`config.mk`:
```
export PLATFORM = sky130hd
export DESIGN_NAME = xbus_ctrl
export DESIGN_NICKNAME = d
export VERILOG_FILES = /design/src/rtl/xbus_pkg.sv /design/src/rtl/xbus_route.sv /design/src/rtl/xbus_seq.sv /design/src/rtl/xbus_pins.sv /design/src/rtl/xbus_ctrl.sv
export SDC_FILE = /design/constraint.sdc
export NUM_CORES = 1
export LEC_CHECK = 0
export BUFFER_PORTS_ARGS = -buffer_cell sky130_fd_sc_hd__clkbuf_2
export CAP_MARGIN = 10
export CORE_UTILIZATION = 52
export CTS_CLUSTER_SIZE = 28
export DETAILED_ROUTE_END_ITERATION = 16
export GPL_TIMING_DRIVEN = 1
export PLACE_DENSITY = 0.8
export SYNTH_ARGS = -nofsm -noshare
export SYNTH_HDL_FRONTEND = slang
export SYNTH_HIERARCHICAL = 1
export SYNTH_SLANG_ARGS = --single-unit
```
`constraint.sdc`:
```
create_clock -name clk -period 2.3 [get_ports clk]
set_input_delay 0.46 -clock clk [delete_from_list [all_inputs] [get_ports clk]]
set_output_delay 0.46 -clock clk [all_outputs]
set_load 0.05 [all_outputs]
```
`src/rtl/xbus_pkg.sv`:
```
package xbus_pkg;

    localparam int XB_AW    = 16;
    localparam int XB_DW    = 16;
    localparam int XB_LANES = XB_DW / 8;

    typedef enum logic [2:0] {
        ST_IDLE,
        ST_ADDR,
        ST_ALAT,
        ST_XFER,
        ST_RCVR
    } xb_state_e;

    // request fields held for the duration of a bus cycle
    typedef struct packed {
        logic             wr;
        logic             b16;
        logic             wsel;
        logic             lo_en;
        logic [XB_AW-1:0] addr;
        logic [XB_DW-1:0] wdata;
    } xb_req_t;

endpackage

```
`src/rtl/xbus_route.sv`:
```
module xbus_route
    import xbus_pkg::*;
#(
    parameter logic [XB_AW-1:0] RAM_TOP   = 16'h02FF,
    parameter logic [XB_AW-1:0] SFR_BASE  = 16'h1F00,
    parameter logic [XB_AW-1:0] PORT_BASE = 16'h1FFC,
    parameter logic [XB_AW-1:0] PORT_TOP  = 16'h1FFF,
    parameter logic [XB_AW-1:0] PROG_BASE = 16'h2000,
    parameter logic [XB_AW-1:0] PROG_TOP  = 16'h7FFF
) (
    input  logic             clk,
    input  logic             rst_n,
    input  logic             ea_n,
    input  logic [XB_AW-1:0] addr,
    output logic             ea_act,
    output logic             to_ext
);

    logic in_ram;
    logic in_sfr;
    logic in_port;
    logic in_prog;

    // strap follows the pin only while reset is held
    always_ff @(posedge clk) begin
        if (!rst_n) begin
            ea_act <= ~ea_n;
        end
    end

    always_comb begin
        in_ram  = (addr <= RAM_TOP);
        in_sfr  = (addr >= SFR_BASE)  && (addr < PORT_BASE);
        in_port = (addr >= PORT_BASE) && (addr <= PORT_TOP);
        in_prog = (addr >= PROG_BASE) && (addr <= PROG_TOP);
        to_ext  = !(in_ram || in_sfr || ((in_port || in_prog) && !ea_act));
    end

endmodule

```
`src/rtl/xbus_seq.sv`:
```
module xbus_seq
    import xbus_pkg::*;
(
    input  logic             clk,
    input  logic             rst_n,
    input  logic             st_tick,
    input  logic             req_valid,
    input  logic             req_write,
    input  logic [XB_AW-1:0] req_addr,
    input  logic [1:0]       req_be,
    input  logic [XB_DW-1:0] req_wdata,
    input  logic             cfg_bus16,
    input  logic             cfg_strobe_sel,
    input  logic             to_ext,
    input  logic [XB_DW-1:0] ad_in,
    output xb_state_e        state_q,
    output xb_req_t          cur_q,
    output logic             half_q,
    output logic [XB_AW-1:0] cyc_addr,
    output logic             rsp_done,
    output logic             rsp_internal,
    output logic [XB_DW-1:0] rsp_rdata
);

    xb_state_e state_d;
    logic      split_q;
    logic      more_now;
    logic      can_take;
    logic      accept;
    logic      int_take;

    assign more_now = split_q && !half_q;
    assign can_take = st_tick && req_valid && !rsp_done;
    assign accept   = can_take && to_ext &&
                      ((state_q == ST_IDLE) || ((state_q == ST_RCVR) && !more_now));
    assign int_take = can_take && !to_ext && (state_q == ST_IDLE);
    assign cyc_addr = cur_q.b16 ? cur_q.addr : {cur_q.addr[XB_AW-1:1], half_q};

    always_ff @(posedge clk) begin
        if (!rst_n) begin
            state_q <= ST_IDLE;
        end else begin
            state_q <= state_d;
        end
    end

    always_comb begin
        state_d = state_q;
        unique case (state_q)
            ST_IDLE: if (accept)  state_d = ST_ADDR;
            ST_ADDR: if (st_tick) state_d = ST_ALAT;
            ST_ALAT: if (st_tick) state_d = ST_XFER;
            ST_XFER: if (st_tick) state_d = ST_RCVR;
            ST_RCVR: begin
                if (st_tick) begin
                    state_d = (more_now || accept) ? ST_ADDR : ST_IDLE;
                end
            end
            default: state_d = ST_IDLE;
        endcase
    end

    always_ff @(posedge clk) begin
        if (!rst_n) begin
            cur_q        <= '0;
            half_q       <= 1'b0;
            split_q      <= 1'b0;
            rsp_done     <= 1'b0;
            rsp_internal <= 1'b0;
            rsp_rdata    <= '0;
        end else begin
            rsp_done     <= 1'b0;
            rsp_internal <= 1'b0;
            if (accept) begin
                cur_q.wr    <= req_write;
                cur_q.b16   <= cfg_bus16;
                cur_q.wsel  <= cfg_strobe_sel;
                cur_q.lo_en <= req_be[0];
                cur_q.addr  <= req_addr;
                cur_q.wdata <= req_wdata;
                half_q      <= !cfg_bus16 && (req_be == 2'b10);
                split_q     <= !cfg_bus16 && (req_be == 2'b11);
                rsp_rdata   <= '0;
            end else if ((state_q == ST_RCVR) && st_tick && more_now) begin
                half_q <= 1'b1;
            end
            if (int_take) begin
                rsp_done     <= 1'b1;
                rsp_internal <= 1'b1;
            end
            if ((state_q == ST_XFER) && st_tick) begin
                if (!cur_q.wr) begin
                    if (cur_q.b16) begin
                        rsp_rdata <= ad_in;
                    end else if (half_q) begin
                        rsp_rdata[15:8] <= ad_in[7:0];
                    end else begin
                        rsp_rdata[7:0] <= ad_in[7:0];
                    end
                end
                if (!more_now) begin
                    rsp_done <= 1'b1;
                end
            end
        end
    end

endmodule

```
`src/rtl/xbus_pins.sv`:
```
module xbus_pins
    import xbus_pkg::*;
(
    input  xb_state_e        state_q,
    input  xb_req_t          cur_q,
    input  logic             half_q,
    input  logic [XB_AW-1:0] cyc_addr,
    output logic [XB_DW-1:0] ad_out,
    output logic             ad_oe,
    output logic             ale,
    output logic             adv_n,
    output logic             rd_n,
    output logic             wrx_n
);

    logic [XB_DW-1:0] data_word;
    logic             lane_ok;

    // lane 0 carries the selected byte in 8-bit mode; upper lanes keep address
    for (genvar g = 0; g < XB_LANES; g++) begin : g_lane
        if (g == 0) begin : g_low
            assign data_word[7:0] = cur_q.b16 ? cur_q.wdata[7:0] :
                                    (half_q ? cur_q.wdata[15:8] : cur_q.wdata[7:0]);
        end else begin : g_up
            assign data_word[g*8 +: 8] = cur_q.b16 ? cur_q.wdata[g*8 +: 8]
                                                   : cyc_addr[g*8 +: 8];
        end
    end

    assign lane_ok = cur_q.wsel || !cur_q.b16 || cur_q.lo_en;

    always_comb begin
        ale    = 1'b0;
        adv_n  = 1'b1;
        rd_n   = 1'b1;
        wrx_n  = 1'b1;
        ad_oe  = 1'b0;
        ad_out = '0;
        unique case (state_q)
            ST_IDLE: begin
            end
            ST_ADDR: begin
                ale    = 1'b1;
                adv_n  = 1'b0;
                ad_oe  = 1'b1;
                ad_out = cyc_addr;
            end
            ST_ALAT: begin
                adv_n  = 1'b0;
                ad_oe  = 1'b1;
                ad_out = cyc_addr;
            end
            ST_XFER: begin
                adv_n = 1'b0;
                if (cur_q.wr) begin
                    ad_oe  = 1'b1;
                    ad_out = data_word;
                    wrx_n  = !lane_ok;
                end else begin
                    rd_n = 1'b0;
                end
            end
            ST_RCVR: begin
                if (cur_q.wr) begin
                    ad_oe  = 1'b1;
                    ad_out = data_word;
                end
            end
            default: begin
            end
        endcase
    end

endmodule

```
`src/rtl/xbus_ctrl.sv`:
```
module xbus_ctrl
    import xbus_pkg::*;
#(
    parameter logic [XB_AW-1:0] RAM_TOP   = 16'h02FF,
    parameter logic [XB_AW-1:0] SFR_BASE  = 16'h1F00,
    parameter logic [XB_AW-1:0] PORT_BASE = 16'h1FFC,
    parameter logic [XB_AW-1:0] PORT_TOP  = 16'h1FFF,
    parameter logic [XB_AW-1:0] PROG_BASE = 16'h2000,
    parameter logic [XB_AW-1:0] PROG_TOP  = 16'h7FFF
) (
    input  logic             clk,
    input  logic             rst_n,
    input  logic             st_tick,
    input  logic             ea_n,
    input  logic             cfg_strobe_sel,
    input  logic             cfg_bus16,
    input  logic             req_valid,
    input  logic             req_write,
    input  logic [XB_AW-1:0] req_addr,
    input  logic [1:0]       req_be,
    input  logic [XB_DW-1:0] req_wdata,
    output logic             rsp_done,
    output logic             rsp_internal,
    output logic [XB_DW-1:0] rsp_rdata,
    input  logic [XB_DW-1:0] ad_in,
    output logic [XB_DW-1:0] ad_out,
    output logic             ad_oe,
    output logic             ale,
    output logic             adv_n,
    output logic             rd_n,
    output logic             wrx_n
);

    logic             ea_act;
    logic             to_ext;
    xb_state_e        state_q;
    xb_req_t          cur_q;
    logic             half_q;
    logic [XB_AW-1:0] cyc_addr;

    xbus_route #(
        .RAM_TOP  (RAM_TOP),
        .SFR_BASE (SFR_BASE),
        .PORT_BASE(PORT_BASE),
        .PORT_TOP (PORT_TOP),
        .PROG_BASE(PROG_BASE),
        .PROG_TOP (PROG_TOP)
    ) u_route (
        .clk   (clk),
        .rst_n (rst_n),
        .ea_n  (ea_n),
        .addr  (req_addr),
        .ea_act(ea_act),
        .to_ext(to_ext)
    );

    xbus_seq u_seq (
        .clk           (clk),
        .rst_n         (rst_n),
        .st_tick       (st_tick),
        .req_valid     (req_valid),
        .req_write     (req_write),
        .req_addr      (req_addr),
        .req_be        (req_be),
        .req_wdata     (req_wdata),
        .cfg_bus16     (cfg_bus16),
        .cfg_strobe_sel(cfg_strobe_sel),
        .to_ext        (to_ext),
        .ad_in         (ad_in),
        .state_q       (state_q),
        .cur_q         (cur_q),
        .half_q        (half_q),
        .cyc_addr      (cyc_addr),
        .rsp_done      (rsp_done),
        .rsp_internal  (rsp_internal),
        .rsp_rdata     (rsp_rdata)
    );

    xbus_pins u_pins (
        .state_q (state_q),
        .cur_q   (cur_q),
        .half_q  (half_q),
        .cyc_addr(cyc_addr),
        .ad_out  (ad_out),
        .ad_oe   (ad_oe),
        .ale     (ale),
        .adv_n   (adv_n),
        .rd_n    (rd_n),
        .wrx_n   (wrx_n)
    );

endmodule

```
* After elaboration in Yosys (flattened, before gate mapping)
Index checks and enable logic that the tools add are counted.
** Storage, ports and cells
- Memory bits (read-only) :: 0
- Logic and storage cells :: 101
- Bits of input ports :: 58
- Memories kept :: 0
- RAM bits :: 0
- Output and inout port bits :: 39
- Bits in latches :: 0
- Register bits after elaboration :: 60
** Cells by class
- $add $sub $neg :: 0
- $mul :: 0
- Reduce and logical (&&, ||, !) cells :: 38
- Equality and inequality tests :: 11
- Shift operators :: 0
- Order comparisons :: 7
- Mux-type cells :: 31
- Div/mod/pow operators :: 0
- Bitwise operators :: 1
** Operators with widths (number)
- 16-bit two-way mux :: 5
- 8-bit two-way mux :: 5
- 16-bit by 13-bit greater-or-equal comparator with 1-bit output, second input constant :: 2
- 16-bit case mux with 2 select lines :: 1
- 1-bit logical AND :: 17
- 16-bit by 14-bit greater-or-equal comparator with 1-bit output, second input constant :: 1
- 16-bit by 10-bit less-or-equal comparator with 1-bit output, second input constant :: 1
- 16-bit by 13-bit less-or-equal comparator with 1-bit output, second input constant :: 1
- 16-bit by 15-bit less-or-equal comparator with 1-bit output, second input constant :: 1
- 16-bit by 13-bit < comparator with 1-bit output, second input constant :: 1
- 3-bit two-way mux :: 5
- 3-bit case mux with 5 select lines :: 1
- 1-bit two-way mux :: 13
- 1-bit zero test :: 8
- 2-bit inequality test, second input constant :: 4
- 1-bit logical OR :: 7
- 3-bit by 2-bit equality test with 1-bit output, second input constant :: 2
- 5-bit AND reduction :: 1
- 2-bit equality test, second input constant :: 2
- 2-bit OR reduction :: 2
- 3-bit by 1-bit equality test with 1-bit output, second input constant :: 1
- 3-bit equality test, second input constant :: 1
- 3-bit zero test :: 1
- 3-bit OR reduction :: 1
- 4 further kinds :: 4

* Longest topological paths before layout
Gate-level depths: netlist of run 1.
- Word-level depth :: 13
- Gate-level depth with buffers :: 7
- Depth with buffers taken out :: 6

* Modules after synthesis
The synthesis of run 1 kept the hierarchy.
** Modules (own cells, without submodules)
- xbus_seq :: cells each 299, times used 1, sequential area each 1181.1 um^2, area each 2691.3 um^2
- xbus_pins :: cells each 52, times used 1, sequential area each 0.0 um^2, area each 462.9 um^2
- xbus_route :: cells each 12, times used 1, sequential area each 30.0 um^2, area each 97.6 um^2

* Least setup slack after synthesis of run 1
No wires, ideal clock.
- Path type :: reg2out
- Start point :: reg u_seq.state_q[2]
- End point :: out ad_out[0]
- Arrival time :: 1.879 ns
- Buffers on the path :: 0
- Data required time :: 1.840 ns
- Stages on the path, launching flop included :: 4
- Setup slack :: -0.039 ns
- Cells stage by stage :: dfxtp_1 nor3b_4 o21ai_2 o2bb2ai_1
** Between the ends
- Cells in the longest elaborated chain, start to end :: 3
- Elaborated cells between the ends (all ways) :: 7
- Those cells by class :: eq/ne: 4; mux: 1; reduce/logical: 2
** Ends and longest elaborated chain
- start, declared :: RTL line xbus_seq.sv:16 : output xb_state_e state_q,
- start signal, assigned :: RTL line xbus_seq.sv:43 : state_q <= state_d;
- 3-bit by 2-bit equality test with 1-bit output (tied with other cells) :: RTL line xbus_pins.sv:39 : unique case (state_q)
- 2-bit OR reduction (no line)
- 16-bit case mux with 2 select lines * :: RTL line xbus_pins.sv:39
- end, declared :: RTL line xbus_ctrl.sv:26 : output logic [XB_DW-1:0] ad_out,
Mark *: on every way between the ends. The rest lies on a longest branch, timed or not.

* Worst setup path in the final report of run 1
- Start point :: reg u_seq.state_q[0]
- End point :: out ad_out[15]
Same word-level chain as after synthesis.

==> flow_metrics.tcl, run 1 <==
set metrics [dict create \
    slew_headroom_pct 56.5 \
    clock_path_buffers 2 \
    drc 0 \
    min_path_type "in2reg" \
    rsz0062_at_grt "no" \
    synth_top_area_share_pct 36.3 \
    vias 2944 \
    async_flop_share_pct 0 \
    fillCellCount 507 \
    yosys-top-cells-area "dfxtp_1 36%, mux2i_1 14%, nand2_1 10%" \
    gp_congestion 0.875 \
    synthMuxAreaShare_pct 13.5 \
    antennaDiodeCount 0 \
    drt-total-wl_um 8220 \
    finalHoldViolCount 0 \
    synth_edf_count 1 \
    synth_compound_area_share_pct 19.0 \
    grt_max_degree 51 \
    period_share_pct 98.6 \
    regToRegStartpoint "u_seq/state_q[1]" \
    finalClockSkew_ns 0.00845 \
    core.rowCount 28 \
    dr.first_iter.drc_count 215 \
    area_growth_pct 20.6 \
    yosysWarnings 6 \
    drive_above_1_share_pct 31.8 \
    startpoint "u_seq/state_q[0]" \
    worst_pin_slew_ns 0.650 \
    synth_top_family_by_area "simple AND/OR/NAND/NOR gates" \
    layout_setup_ws_ns 0.0314 \
    die_x_um 81.1 \
    min_period_ns 2.27 \
    grt_pass1_vias 2732 \
    crit_arrival_ns 1.81 \
    ant_nets 0 \
    crit_path_max_fanout 16 \
    syn_avg_cell_area_um2 8.96 \
    maxCapViolCount 0 \
    clock-root-buffer "clkbuf_8" \
    path_class "reg2out" \
    postCtsHoldBufs 0 \
    clk-insertion-delay-late_ns 0.34 \
    antenna_found_initial 0 \
    synth_cell_types 56 \
    synthesis.area_um2 3250 \
    portBuffers 96 \
    dr.pass1.iters 4 \
    power_uw 2460 \
    coreArea_um2 5990 \
    grt_pass1_wl_um 12800 \
    die_area_um2 6570 \
    cts_buffers 9 \
    vdd_ir_drop_max_mv 0.351 \
    ios 97 \
    wire_per_inst_um 15.7 \
    final-max-slew-violation-count 0 \
    grt_usage_pct 26.0 \
    synthSimpleGateAreaFrac_pct 19.8 \
    initial_core_util_pct 54.3 \
    cts_sinks 60 \
    p_leak_uw 0.00189 \
    cts_tree "done" \
    start_kind "register" \
    synth_seq_cells 60 \
    via_per_inst 5.62 \
    reg2reg_depth 5 \
    critPathCaptureType "output port" \
    synth_fa_ha_area_share_pct 0 \
    fin_setup_tns_ns 0 \
    detailed_place_hpwl_um 5940 \
    p_per_area_nw_per_um2 626 \
    syn-num-nets 421 \
    utilization_pct 65.5 \
    status "finished clean" \
    place_area_um2 3680 \
    synthFlopType "dfxtp_1" \
    design_area_um2 3920 \
    die_h_um 81.1 \
    rrSetupSlack_ns 0.41 \
    yosysSeqAreaShare_pct 37.2 \
    grt_overflow 0 \
    ctsHtreeMaxLevel 3 \
    path_clk_slew_ns 0.07 \
    syn_inst 363 \
    clock.fmax_mhz 441 \
    worstPathRequired_ns 1.84 \
    synth_xor_area_share_pct 0.539 \
    synth_area_leader_cell "dfxtp_1" \
    regToRegEndpoint "u_seq/cur_q[8]" \
    nets 503 \
    dp_slack_ns 0.0250 \
    report.final.setup_viol 0 \
    endpoint "ad_out[15]" \
]
## flip-flops by register name (all words and copies together) (netlist names)
signal              count
u_seq/split_q           1
u_seq/rsp_done          1
u_seq/state_q           3
u_seq/cur_q            36
u_route/ea_act          1
u_seq/rsp_internal      1
u_seq/half_q            1
u_seq/rsp_rdata        16
## report_power, final
part	internal, uW	switching, uW	leakage [uW]
Clock	502	405	0.0000986
Sequential	1090	40.7	0.000491
Combinational	163	258	0.00130
Total	1750	704	0.00189
## metal layers
layer / part of all wire (%) / track usage (%) / wire, um
met1: 46 / 34.6 / 3750
met2: 47 / 39.7 / 3890
met3: 5.0 / 4.94 / 415
met4: 2.0 / 13.8 / 163
met5: 0 / 0 / 0
## worst min-delay path by stage
stage / slack (ns) / endpoint / cells past startpoint / from
6_report: 0.33 / u_seq/split_q / 2 / cfg_bus16
5_1_grt: 0.34 / u_route/ea_act / 2 / ea_n
4_1_cts: 0.33 / u_route/ea_act / 2 / ea_n
3_5_place_dp: 0.45 / u_seq/cur_q[0] / 2 / u_seq/cur_q[0]
3_3_place_gp: 0.44 / u_seq/cur_q[33] / 2 / u_seq/cur_q[33]
2_1_floorplan: 0.43 / u_seq/cur_q[0] / 2 / u_seq/cur_q[0]
## synth_stat cells, drive strengths merged, types with 2 or more instances
library cell,n
nand2,90
dfxtp,59
mux2i,44
buf,25
clkbuf,16
inv,14
o211a,11
a221o,8
o2bb2ai,8
o32ai,8
a221oi,6
nor2,6
nor2b,5
o22ai,5
o31ai,5
nand2b,4
nand3b,4
o21ai,4
a2111oi,3
a211oi,3
a41o,3
nand4,3
and3b,2
and4b,2
nand3,2
nand4b,2
nor3,2
or2,2
or3,2
## cells in the final DEF (no fill, tap or decap), drive strengths merged, types with 3 or more instances in the layout
cell type  netlist  routed
a2111oi          3       3
a211oi           3       3
a221o            8       8
a221oi           6       6
a41o             3       3
buf             25      22
clkbuf          16     104
dfxtp           59      59
inv             14      14
mux2i           44      44
nand2           90      90
nand2b           4       4
nand3b           4       4
nand4            3       3
nor2             6       6
nor2b            5       5
o211a           11      11
o21ai            4       4
o22ai            5       5
o2bb2ai          8       8
o31ai            5       5
o32ai            8       8
## cell type report
class	count	area [um^2]	share of cell area [%]
flip-flops and latches	60	1220	31.1
clock buffers	14	183	4.66
inverters	14	52.6	1.34
multi-input cells	248	1730	44.2
repair buffers	112	634	16.2
clock inverters	1	5.00	0.128
well taps	75	93.8	2.39
## through the flow
stage	hold slack, ns	instances
final	0.325	524
after global routing	0.339	524
after CTS	0.326	524
after detailed placement	0.454	508
after global placement	0.442	508
after floorplan	0.434	363
## worst max-delay path: stages, from the launching register on
cell	delay, ns
dfxtp_4	0.39
xnor2_1	0.23
nor2_2	0.05
buf_4	0.19
a221o_1	0.38
clkbuf_4	0.22
## logic make-up after synthesis
kind of cell	count (synthesis)
buffers and inverters	55
multiplexers	44
XOR/XNOR	2
AO/OA/AOI/OAI	71
flip-flops	60
AND/OR/NAND/NOR	131
## what timing repair did
action | CTS | global route
setup endpoints to repair | 17 | 15
resized for setup | 9 | 17
setup buffers | 1 | 0
pin swaps | 1 | 0
No activity file was read; power rests on OpenSTA's default activity.
==> run 2, diff against run 1 <==
Settings changed: GPL_TIMING_DRIVEN 1 to 0.
==> run 2 against run 1 <==
Cell count grew 6.1%. Maximum frequency increased by 0.18%. Largest power group unchanged. Largest cell class unchanged. Highest routed layer unchanged. Routed wire length is 12% higher. First-iteration DRC count decreased by 6.5%. Worst hold slack improved by 0.0034 ns. Clock power is 8.5% higher.
==> flow_metrics.tcl, run 2 (synthesis results as in run 1) <==
set metrics [dict create \
    antenna_found_initial 0 \
    final-max-slew-violation-count 0 \
    cts_buffers 9 \
    register_area_um2 1220 \
    grt_pass1_wl_um 14300 \
    layout_commonest_cell "nand2_1" \
    reg_top3 "u_seq/cur_q x36, u_seq/rsp_rdata x16, u_seq/state_q x3" \
    drive_above_1_share_pct 34.1 \
    fin_setup_tns_ns 0 \
    wl_met1_um 4060 \
    dr.pass1.iters 5 \
    top_register "u_seq/cur_q" \
    slew_headroom_pct 53.3 \
    mostFrequentLayoutCells "90 x nand2_1, 84 x clkbuf_2, 53 x dfxtp_1, 43 x mux2i_1, 22 x buf_4" \
    top_layer "met4" \
    largest_reg_flops 36 \
    die_area_um2 6570 \
    placedCellCount 533 \
    area_growth_pct 27.9 \
    drc 0 \
    worstPathRequired_ns 1.84 \
    gp_congestion 0.823 \
    portBuffers 95 \
    vias 3163 \
    coreArea_um2 5990 \
    vdd_ir_drop_max_mv 0.431 \
    crit_arrival_ns 1.80 \
    antennaDiodeCount 0 \
    cts_tree "done" \
    nets 534 \
    layout_setup_ws_ns 0.0355 \
    ios 97 \
    wire_per_inst_um 16.5 \
    p_per_area_nw_per_um2 623 \
    clk-insertion-delay-late_ns 0.35 \
    cts_sinks 60 \
    path_clk_slew_ns 0.07 \
    path_class "reg2out" \
    grt_usage_pct 29.0 \
    worst_pin_slew_ns 0.697 \
    finalHoldViolCount 0 \
    grt_max_degree 16 \
    min_path_type "in2reg" \
    grt_pass1_vias 2972 \
    dp_slack_ns -0.218 \
    layout.cells.non_filler 556 \
    die_h_um 81.1 \
    min_period_ns 2.26 \
    multi_input_area_um2 1740 \
    clock_path_buffers 2 \
    initial_core_util_pct 54.3 \
    status "finished clean" \
    crit_path_max_fanout 12 \
    critPathCaptureType "output port" \
    route.met3.wl_um 595 \
    via_per_inst 5.69 \
    maxCapViolCount 0 \
    power_uw 2590 \
    core.rowCount 28 \
    fillCellCount 479 \
    ctsHtreeMaxLevel 3 \
    ant_nets 0 \
    p_leak_uw 0.00201 \
    period_share_pct 98.5 \
    clock.fmax_mhz 442 \
    hold-worst-slack_ns 0.329 \
    drt-total-wl_um 9200 \
    rsz0062_at_grt "yes" \
    dr_wl_met2_um 4390 \
    dr.first_iter.drc_count 201 \
    finalClockSkew_ns 0.00720 \
    start_kind "register" \
    report.final.setup_viol 0 \
    die_x_um 81.1 \
    grt_overflow 0 \
    clock-root-buffer "clkbuf_8" \
    detailed_place_hpwl_um 6550 \
]
run 2: what timing repair did:
item | CTS | global route
endpoints found under the hold margin | 0 | 0
resized for setup | 14 | 24
setup buffers | 4 | 4
hold buffers | 0 | 0
pin swaps | 1 | 2
setup endpoints to repair | 18 | 49
run 2: worst paths after layout:
kind	startpoint	endpoint	slack, ns	depth (start not counted)
min reg2reg	u_seq/cur_q[32]	u_seq/cur_q[32]	0.46	2
max	u_seq/state_q[0]	ad_out[9]	0.04	4
min	ea_n	u_route/ea_act	0.33	2
max reg2reg	u_route/ea_act	u_seq/cur_q[28]	0.47	6
run 2: critical path, cell delays in order (launching register included):
cell and delay, ns:
dfxtp_4 0.44, nor2b_2 0.42, o211a_1 0.24, a221o_1 0.13, clkbuf_4 0.23
run 2: report_power, final:
part / total [uW] / switching (uW) / internal, uW / leakage, uW
clock network: 984 / 428 / 556 / 0.000102
logic: 479 / 280 / 200 / 0.00141
registers: 1130 / 42.5 / 1090 / 0.000492
run 2: layer usage:
layer | global-route usage (%) | up-vias
met5 | 0 | -
li1 | - | 1523
met2 | 46.1 | 110
met1 | 38.1 | 1516
met4 | 11.4 | 0
met3 | 6.40 | 14
run 2: per-stage QoR:
step / util [%] / cell area (um^2)
2_1_floorplan: - / 3250
4_1_cts: 68.1 / 4080
5_1_grt: 69.4 / 4160
3_5_place_dp: 63.8 / 3820
3_3_place_gp: 63.8 / 3820
6_report: 69.4 / 4160
run 2: final cells by class:
type / count / share of cell area, %
Tap cell: 75 / 2.26
Inverter: 14 / 1.26
Clock buffer: 12 / 3.73
Buffer: 40 / 6.44
Timing Repair Buffer: 103 / 13.8
Multi-Input combinational cell: 248 / 41.9
Sequential cell: 60 / 29.4
Clock inverter: 4 / 1.14
==> run 3, diff against run 2 <==
Settings changed: PLACE_DENSITY 0.8 to default, PLACE_DENSITY_LB_ADDON from default to 0.08.
==> run 3 against run 2 <==
Register-to-register slack lost 0.09 ns. Design area fell by 1.3%. Clock power fell by 11%. Combinational power down 4.4%.
==> flow_metrics.tcl, run 3 (synthesis results as in run 1) <==
set metrics [dict create \
    critPathTopFamily "compound AO/OA/AOI/OAI gates" \
    grt_pass1_wl_um 13300 \
    path_clk_slew_ns 0.07 \
    p_leak_uw 0.00199 \
    ant_nets 0 \
    min_path_type "in2reg" \
    finalHoldViolCount 0 \
    clk-insertion-delay-late_ns 0.33 \
    dr.pass1.iters 5 \
    layout_setup_ws_ns 0.0237 \
    vdd_ir_drop_max_mv 0.346 \
    ios 97 \
    drt-total-wl_um 8560 \
    coreArea_um2 5990 \
    place_area_um2 3820 \
    p_comb_share_pct 18.6 \
    design_area_um2 4100 \
    die_h_um 81.1 \
    final-max-slew-violation-count 0 \
    nets 533 \
    fillCellCount 522 \
    grt_usage_pct 26.9 \
    slowest_delay_ns 0.38 \
    via_per_inst 5.55 \
    vias 3081 \
    crit_chain "nor3b_4, buf_4, o211a_4, a221o_1, buf_2" \
    postCtsHoldBufs 0 \
    p_clk_share_pct 35.5 \
    clock_path_buffers 2 \
    placedCellCount 533 \
    finalClockSkew_ns 0.0115 \
    p_int_uw 1750 \
    path_class "reg2out" \
    crit_path_max_fanout 9 \
    critPathBufInv 2 \
    reg_top3 "u_seq/cur_q x36, u_seq/rsp_rdata x16, u_seq/state_q x3" \
    die_area_um2 6570 \
    hold-worst-slack_ns 0.349 \
    initial_core_util_pct 54.3 \
    worst_pin_slew_ns 0.635 \
    start_kind "register" \
    seq_power_share_pct 45.9 \
    portBuffers 95 \
    reg2reg_depth 6 \
    ctsHtreeMaxLevel 3 \
    period_share_pct 99.0 \
    slew_headroom_pct 57.5 \
    cp.depth 5 \
    gp_congestion 0.833 \
    critPathSlowestCell "dfxtp_4" \
    dp_slack_ns -0.156 \
    layout.cells.non_filler 555 \
    power_switching_uw 707 \
    cts_buffers 9 \
    cts_tree "done" \
    min_period_ns 2.28 \
    status "finished clean" \
    grt_overflow 0 \
    antenna_found_initial 0 \
    crit_arrival_ns 1.82 \
    antennaDiodeCount 0 \
    p_per_area_nw_per_um2 600 \
    clock-root-buffer "clkbuf_8" \
    report.final.setup_viol 0 \
    maxCapViolCount 0 \
    grt_max_degree 16 \
    holdPathStages 2 \
    mostFrequentLayoutCells "90 x nand2_1, 84 x clkbuf_2, 54 x dfxtp_1, 44 x mux2i_1, 25 x buf_4" \
    drive_above_1_share_pct 32.7 \
    dr.first_iter.drc_count 212 \
    critPathCaptureType "output port" \
    drc 0 \
    area_growth_pct 26.2 \
    grt_pass1_vias 2798 \
    rrSetupSlack_ns 0.38 \
    detailed_place_hpwl_um 6270 \
    layout_commonest_cell "nand2_1" \
    core.rowCount 28 \
    clock.fmax_mhz 439 \
    wire_per_inst_um 15.4 \
    p_sw_share_pct 28.7 \
    largest_reg_flops 36 \
    top_register "u_seq/cur_q" \
    die_x_um 81.1 \
    worstPathRequired_ns 1.84 \
    cts_sinks 60 \
]
-- run 3: cell types whose count changed in the layout (fill, tap and decap cells not counted), sizes merged --
| cell | change |
|---|---|
| clkinvlp | -1 |
| bufinv | -1 |
| clkinv | -1 |
| clkbuf | -1 |
| buf | +3 |
-- run 3: cell type report --
| type | count | area [um^2] | area share [%] |
|---|---|---|---|
| multi-input combinational | 248 | 1740 | 42.3 |
| sequential | 60 | 1220 | 29.8 |
| timing repair buffer | 101 | 547 | 13.3 |
| buffer | 41 | 269 | 6.56 |
| clock buffer | 15 | 176 | 4.30 |
| tap | 75 | 93.8 | 2.29 |
| inverter | 14 | 52.6 | 1.28 |
| clock inverter | 1 | 5.00 | 0.122 |
-- run 3: path summary, 6_finish.rpt --
kind                                        from              end
worst max register to register  u_seq/state_q[1]   u_seq/cur_q[4]
worst max-delay path            u_seq/state_q[2]       ad_out[12]
worst min register to register   u_seq/cur_q[27]  u_seq/cur_q[27]
worst min-delay path                        ea_n   u_route/ea_act
-- run 3: timing repair --
item / 4_1_cts / 5_1_grt
buffers inserted: 2 / 4
pin swaps: 1 / 0
gates resized for setup: 15 / 17
endpoints found under the setup margin: 18 / 15
-- run 3: metrics by stage --
| stage | utilization (%) | power, uW | setup TNS [ns] |
|---|---|---|---|
| after floorplan | - | 1450 | -0.308 |
| after global placement | 63.8 | 1580 | -4.07 |
| after detailed placement | 63.8 | 1590 | -5.25 |
| after CTS | 67.6 | 2470 | 0 |
| after global routing | 68.5 | 2560 | -0.0122 |
| final | 68.5 | 2460 | 0 |
-- run 3: power groups by stage --
| stage | Sequential (uW) | Clock [uW] | Combinational, uW |
|---|---|---|---|
| after floorplan | 1140 | 0 | 307 |
| after global placement | 1150 | 0 | 435 |
| after detailed placement | 1150 | 0 | 441 |
| after CTS | 1130 | 892 | 452 |
| after global routing | 1130 | 940 | 491 |
| final | 1130 | 875 | 458 |
-- run 3: per-layer routing --
metal  global-route usage [%]  part of all wire (%)
met1                     38.5                    48
met2                     39.4                    44
met3                     4.72                   6.8
met4                     11.6                   1.1
met5                        0                     0
